<file path="src/rtl/ivg_pkg.sv">
package ivg_pkg;
    localparam int N_SRC   = 6;
    localparam int VEC_W   = 4;
    localparam int IDX_OVF = 0;
    localparam int IDX_TOV = 1;
    localparam int IDX_HI  = 2;
    localparam int IDX_LO  = 3;
    localparam int IDX_IN  = 4;
    localparam int IDX_RDY = 5;

    typedef enum logic {CV_IDLE, CV_BUSY}   conv_state_t;
    typedef enum logic {RS_EMPTY, RS_UNREAD} res_state_t;
endpackage

</file>
<file path="src/rtl/ivg_event_track.sv">
module ivg_event_track
    import ivg_pkg::*;
(
    input  logic clk,
    input  logic rst_n,
    input  logic res_load,
    input  logic res_read,
    input  logic conv_req,
    output logic ovf_evt,
    output logic tov_evt
);
    conv_state_t conv_st, conv_nx;
    res_state_t  res_st,  res_nx;

    // state registers
    always_ff @(posedge clk or negedge rst_n) begin
        if (!rst_n) begin
            conv_st <= CV_IDLE;
            res_st  <= RS_EMPTY;
        end else begin
            conv_st <= conv_nx;
            res_st  <= res_nx;
        end
    end

    // transitions and event outputs
    always_comb begin
        conv_nx = conv_st;
        tov_evt = 1'b0;
        unique case (conv_st)
            CV_IDLE: if (conv_req) conv_nx = CV_BUSY;
            CV_BUSY: begin
                if (conv_req && !res_load) tov_evt = 1'b1;
                if (res_load && !conv_req) conv_nx = CV_IDLE;
            end
            default: conv_nx = CV_IDLE;
        endcase

        res_nx  = res_st;
        ovf_evt = 1'b0;
        unique case (res_st)
            RS_EMPTY: if (res_load) res_nx = RS_UNREAD;
            RS_UNREAD: begin
                if (res_load && !res_read) ovf_evt = 1'b1;
                if (res_read && !res_load) res_nx = RS_EMPTY;
            end
            default: res_nx = RS_EMPTY;
        endcase
    end

    assert_busy_after_req_R4: assert property (@(posedge clk) disable iff (!rst_n)
        conv_req |=> conv_st == CV_BUSY);
    assert_unread_after_load_R3: assert property (@(posedge clk) disable iff (!rst_n)
        res_load |=> res_st == RS_UNREAD);
    assert_drain_R3: assert property (@(posedge clk) disable iff (!rst_n)
        (res_read && !res_load) |=> res_st == RS_EMPTY);
endmodule

</file>
<file path="src/rtl/ivg_flag_bank.sv">
module ivg_flag_bank #(
    parameter int N      = 6,
    parameter int EXEMPT = 5
) (
    input  logic         clk,
    input  logic         rst_n,
    input  logic [N-1:0] set_ev,
    input  logic [N-1:0] rd_clr,
    input  logic         clr_all,
    input  logic         ex_clr,
    input  logic         en_we,
    input  logic [N-1:0] en_wdata,
    output logic [N-1:0] flags,
    output logic [N-1:0] en
);
    localparam logic [N-1:0] EX_MASK = {{(N-1){1'b0}}, 1'b1} << EXEMPT;

    logic [N-1:0] clr_vec;
    logic [N-1:0] flags_d;

    always_comb begin
        if (clr_all) clr_vec = '1;
        else         clr_vec = (rd_clr & ~EX_MASK) | (ex_clr ? EX_MASK : '0);
        flags_d = (flags & ~clr_vec) | set_ev;
    end

    always_ff @(posedge clk or negedge rst_n) begin
        if (!rst_n) begin
            flags <= '0;
            en    <= '0;
        end else begin
            flags <= flags_d;
            if (en_we) en <= en_wdata;
        end
    end

    genvar g;
    generate
        for (g = 0; g < N; g++) begin : g_chk
            assert_set_wins_R10: assert property (@(posedge clk) disable iff (!rst_n)
                set_ev[g] |=> flags[g]);
        end
    endgenerate

    assert_clear_all_R9: assert property (@(posedge clk) disable iff (!rst_n)
        (clr_all && set_ev == '0) |=> flags == '0);
    assert_rdy_kept_R2: assert property (@(posedge clk) disable iff (!rst_n)
        (flags[EXEMPT] && !clr_all && !ex_clr) |=> flags[EXEMPT]);
    assert_en_load_R6: assert property (@(posedge clk) disable iff (!rst_n)
        en_we |=> en == $past(en_wdata));
endmodule

</file>
<file path="src/rtl/ivg_prio_enc.sv">
module ivg_prio_enc #(
    parameter int N  = 6,
    parameter int VW = 4
) (
    input  logic [N-1:0]  req,
    output logic [VW-1:0] vec,
    output logic [N-1:0]  top_oh
);
    logic [N-1:0] ahead;

    genvar g;
    generate
        for (g = 0; g < N; g++) begin : g_mask
            if (g == 0) begin : g_first
                assign ahead[g] = 1'b0;
            end else begin : g_rest
                assign ahead[g] = |req[g-1:0];
            end
            assign top_oh[g] = req[g] & ~ahead[g];
        end
    endgenerate

    always_comb begin
        vec = '0;
        for (int i = 0; i < N; i++) begin
            if (top_oh[i]) vec = vec | VW'(2 * (i + 1));
        end
    end
endmodule

</file>
<file path="src/rtl/ivg_top.sv">
module ivg_top
    import ivg_pkg::*;
(
    input  logic             clk,
    input  logic             rst_n,
    input  logic             gie,
    input  logic             en_we,
    input  logic [N_SRC-1:0] en_wdata,
    input  logic             res_load,
    input  logic             res_read,
    input  logic             conv_req,
    input  logic             cmp_lo,
    input  logic             cmp_in,
    input  logic             cmp_hi,
    input  logic             rdy_clr,
    input  logic             vec_rd,
    input  logic             vec_wr,
    output logic             irq,
    output logic [VEC_W-1:0] vec
);
    logic             ovf_evt, tov_evt;
    logic [N_SRC-1:0] set_ev, flags, en, pending, top_oh, rd_clr;

    ivg_event_track u_track (
        .clk      (clk),
        .rst_n    (rst_n),
        .res_load (res_load),
        .res_read (res_read),
        .conv_req (conv_req),
        .ovf_evt  (ovf_evt),
        .tov_evt  (tov_evt)
    );

    always_comb begin
        set_ev          = '0;
        set_ev[IDX_OVF] = ovf_evt;
        set_ev[IDX_TOV] = tov_evt;
        set_ev[IDX_HI]  = cmp_hi;
        set_ev[IDX_LO]  = cmp_lo;
        set_ev[IDX_IN]  = cmp_in;
        set_ev[IDX_RDY] = res_load;
        rd_clr          = vec_rd ? top_oh : '0;
    end

    ivg_flag_bank #(.N(N_SRC), .EXEMPT(IDX_RDY)) u_flags (
        .clk      (clk),
        .rst_n    (rst_n),
        .set_ev   (set_ev),
        .rd_clr   (rd_clr),
        .clr_all  (vec_wr),
        .ex_clr   (res_read | rdy_clr),
        .en_we    (en_we),
        .en_wdata (en_wdata),
        .flags    (flags),
        .en       (en)
    );

    assign pending = flags & en;

    ivg_prio_enc #(.N(N_SRC), .VW(VEC_W)) u_enc (
        .req    (pending),
        .vec    (vec),
        .top_oh (top_oh)
    );

    assign irq = gie & (|pending);

    assert_irq_needs_gie_R11: assert property (@(posedge clk) disable iff (!rst_n)
        irq |-> (gie && vec != '0));
    assert_vec_zero_iff_idle_R7: assert property (@(posedge clk) disable iff (!rst_n)
        (vec == '0) == (pending == '0));
    assert_ovf_flag_R3: assert property (@(posedge clk) disable iff (!rst_n)
        ovf_evt |=> flags[IDX_OVF]);
    assert_tov_flag_R4: assert property (@(posedge clk) disable iff (!rst_n)
        tov_evt |=> flags[IDX_TOV]);
    assert_read_clears_ovf_R8: assert property (@(posedge clk) disable iff (!rst_n)
        (vec_rd && vec == VEC_W'(2) && !res_load) |=> !flags[IDX_OVF]);
    assert_vec_even_R7: assert property (@(posedge clk) disable iff (!rst_n)
        vec[0] == 1'b0);
endmodule

</file>
<file path="config.mk">
export PLATFORM = sky130hd
export DESIGN_NAME = ivg_top
export DESIGN_NICKNAME = d
export VERILOG_FILES = /design/src/rtl/ivg_pkg.sv /design/src/rtl/ivg_event_track.sv /design/src/rtl/ivg_flag_bank.sv /design/src/rtl/ivg_prio_enc.sv /design/src/rtl/ivg_top.sv
export SDC_FILE = /design/constraint.sdc
export NUM_CORES = 1
export LEC_CHECK = 0
export BUFFER_PORTS_ARGS = -buffer_cell sky130_fd_sc_hd__buf_4
export CAP_MARGIN = 20
export CORE_MARGIN = 4
export CORE_UTILIZATION = 36
export CTS_CLUSTER_DIAMETER = 120
export DETAILED_ROUTE_END_ITERATION = 8
export GPL_ROUTABILITY_DRIVEN = 1
export GPL_TIMING_DRIVEN = 0
export PLACE_DENSITY = 0.69
export SYNTH_ARGS = -nofsm -noshare
export SYNTH_HDL_FRONTEND = slang
export SYNTH_SLANG_ARGS = --single-unit
export TNS_END_PERCENT = 20
</file>
<file path="constraint.sdc">
create_clock -name clk -period 1.9 [get_ports clk]
set_input_delay 0.19 -clock clk [delete_from_list [all_inputs] [get_ports clk]]
set_output_delay 0.19 -clock clk [all_outputs]
set_load 0.02 [all_outputs]
</file>
==> summary.md <==
| Metric | Value |
|---|---|
| # rows | `15` |
| Global-route wire length before repair | `about 2300 um` |
| Power per cell area | `slightly above 800 nW/um^2` |
| Status | `finished, final reports clean` |
| Mapped Cells | `55` |
| Met3 Resource Use GR | `0.02374` |
| Placed cell count | `101` |
| Yosys cell types | `26` |
| Clock slew at reported path FFs | `0.08 ns` |
| Max clock buf depth | `2` |
| Die height | `50.31 um` |
| Dpl cell area | `833.3 um^2` |
| Final Skew | `0.001753 ns` |
| Final Core Density | `0.5150` |
| Post-route insts no fill | `106` |
| Area Growth Syn to Fin | `36.50%` |
| Clock sink count | `14` |
| Grt total ovfl | `0` |
| Period utilization | `0.8604` |
| Yosys warns | `0` |
| Worst Hold Path Cells | `2` |
| Die area | `2531 um^2` |
| Final instance area | `a little under 900 um^2` |
| Synth Cell Area | `644.4 um^2` |
| IO Pins | `24` |
| Root Buffer | `clkbuf_4` |
| Vias | `543` |
| Most used routing layer | `met2` |
| DRC violations left | `0` |
| Vias in the first global route | `530` |
| Final WL | `1399 um` |
| Initial core utilization | `0.3773` |
| Lkg Pwr | `0.4019 nW` |
| Final hold vios | `0` |
| Setup violators final | `0` |
| Hold crit path type | `in -> reg` |
| # diodes | `0` |
| Core Region | `1708 um^2` |
| CTS H-tree lvls | `1` |
| Crit end category | `output pin` |
| GR Util met1 | `0.1566` |
| Number of buffers created by CTS | `3` |
| DP HPWL | `roughly 1100 um` |
| Tmin final | `1.635 ns` |
| Post-synthesis net count | `74` |
| GRT Total Usage | `0.1263` |
| GPL Wtd Cong | `around 0.73` |
| Final Total Pwr | `0.7157 mW` |
| Seq/Total Area, Yosys | `0.5437` |
| Antenna violations before repair | `0` |
| Max cap viols | `0` |
| Nets@finish | `101` |
| Seq cells post-synth | `14` |
| Peak supply drop | `0.3945 mV` |
| First drt pass iteration count | `4` |
| Clock Latency Late Sink | `0.28 ns` |
| Setup Fix Bufs, Post-CTS | `0` |
| Iter 0 DRT Violations | `6` |
| Pin count of the biggest net entering global routing | `15` |
| Worst Path Required | `approximately 1.7 ns` |
| Final slew viol count | `0` |
| CTS tree | `done` |
| Crit-path max FO | `4` |
| Layout cells sized above 1 | `0.4691` |
| F_max | `0.6117 GHz` |
| Final ANT Viol Nets | `0` |
| Total Negative Setup Slacks | `0 ns` |
| Met2 Resource Use GR | `0.1935` |
| Post-Synthesis Mean Instance Area | `11.72 um^2` |
| RSZ-0062 raised after global routing | `no` |
| WS Path Type | `reg -> out` |
| Vias per std cell | `5.123` |
| Startpoint Class | `flop` |
| Reg2reg path depth | `3` |
| # port buffers | `21` |
| WL per Instance | `13.20 um` |
| Die width | `50.31 um` |
| Critical path arrival | `1.44 ns` |
synthesized netlist by cell type:
cell       n  area share
nor2b_1    2       0.019
a22oi_1    1       0.012
a32o_1     2       0.031
nand2_1    6       0.035
o21a_1     1       0.012
a31o_1     1       0.014
a21boi_0   1       0.012
buf_4      1       0.012
buf_2      1      0.0078
and2_1     1      0.0097
and4b_1    1       0.016
nand4_1    1      0.0097
nand4b_1   1       0.014
a21oi_1    2       0.016
nor2_1     1      0.0058
dfrtp_1   14        0.54
nand3_1    2       0.016
conb_1     1      0.0058
a31o_2     2       0.027
or2_2      2       0.019
o21ai_0    1      0.0078
a32oi_1    1       0.014
inv_1      1      0.0058
a22oi_2    1       0.019
a41oi_1    1       0.014
mux2_2     6        0.10
path summary, 6_finish.rpt:
path / slack [ns] / startpoint / to
worst max register to register: 0.70 / u_flags.en[2]$_DFFE_PN0P_ / u_flags.flags[3]$_DFF_PN0_
worst min-delay path: 0.1 / cmp_lo / u_flags.flags[3]$_DFF_PN0_
worst min register to register: 0.54 / u_flags.flags[0]$_DFF_PN0_ / u_flags.flags[0]$_DFF_PN0_
max in group asynchronous: 1.45 / rst_n / u_track.res_st$_DFF_PN0_
worst max-delay path: 0.27 / u_flags.en[3]$_DFFE_PN0P_ / vec[2]
min in group asynchronous: 0.28 / rst_n / u_flags.flags[3]$_DFF_PN0_
state kept, by name, indices dropped and copies added, names as in the netlist:
signal,flops
u_flags.en,6
u_flags.flags,6
u_track.conv_st,1
u_track.res_st,1
per-stage QoR:
step | hold slack (ns) | setup WS (ns)
3_3_place_gp | 0.04717 | 0.5786
5_1_grt | 0.09226 | 0.1390
4_1_cts | 0.09069 | 0.2551
6_report | 0.09828 | 0.2652
3_5_place_dp | 0.04970 | 0.5827
2_1_floorplan | -0.1056 | 0.4798
critical path: stages (launching register included):
cell	delay (ns)
dfrtp_1	0.42
a22oi_1	0.29
nand3_1	0.11
a21boi_0	0.18
buf_4	0.17
layout make-up:
type | count | area (um^2)
fill | 164 | 828.3
sequential | 14 | 350.3
multi-input combinational | 38 | 277.8
timing repair buffer | 22 | 167.7
clock buffer | 4 | 36.28
tap | 25 | 31.28
buffer | 2 | 12.51
inverter | 1 | 3.754
placed cells by master (no fill, tap or decap), types with 2 or more instances in the layout:
cell      Yosys  routed
or2_2         2       2
dfrtp_1      14      14
a32o_1        2       2
nor2b_1       2       2
nand3_1       2       2
nand2_1       6       6
clkbuf_4      0       3
mux2_2        6       6
buf_4         1      22
a21oi_1       2       2
a31o_2        2       2
repair_timing:
item                       in CTS  in global routing
setup endpoints to repair       0                  0
hold endpoints to repair       14                  0
hold buffers                    1                  0
resized for setup               0                  0
per-layer routing:
metal	up-vias	part of all wire	wire length, um
met5	-	0	0
met4	0	0.022	31
met3	4	0.059	83
met2	17	0.48	667
met1	265	0.44	616
li1	257	-	-
cell families (layout without fill, tap and decap cells):
logic type,count (synthesis),count (layout),synth area share
AOI/OAI and AO/OA,14,14,0.1767
muxes,6,6,0.1048
buffers and inverters,3,29,0.02523
other,1,1,0.005820
DFF,14,14,0.5437
and+or+nand+nor,17,17,0.1437
power by group:
part | internal (mW) | switching, mW | leakage [nW]
clock network | 0.117 | 0.0978 | 0.0210
logic | 0.0827 | 0.0732 | 0.219
registers | 0.324 | 0.0215 | 0.162
total | 0.523 | 0.192 | 0.402
Note: power is estimated with default switching activity, not from simulation.
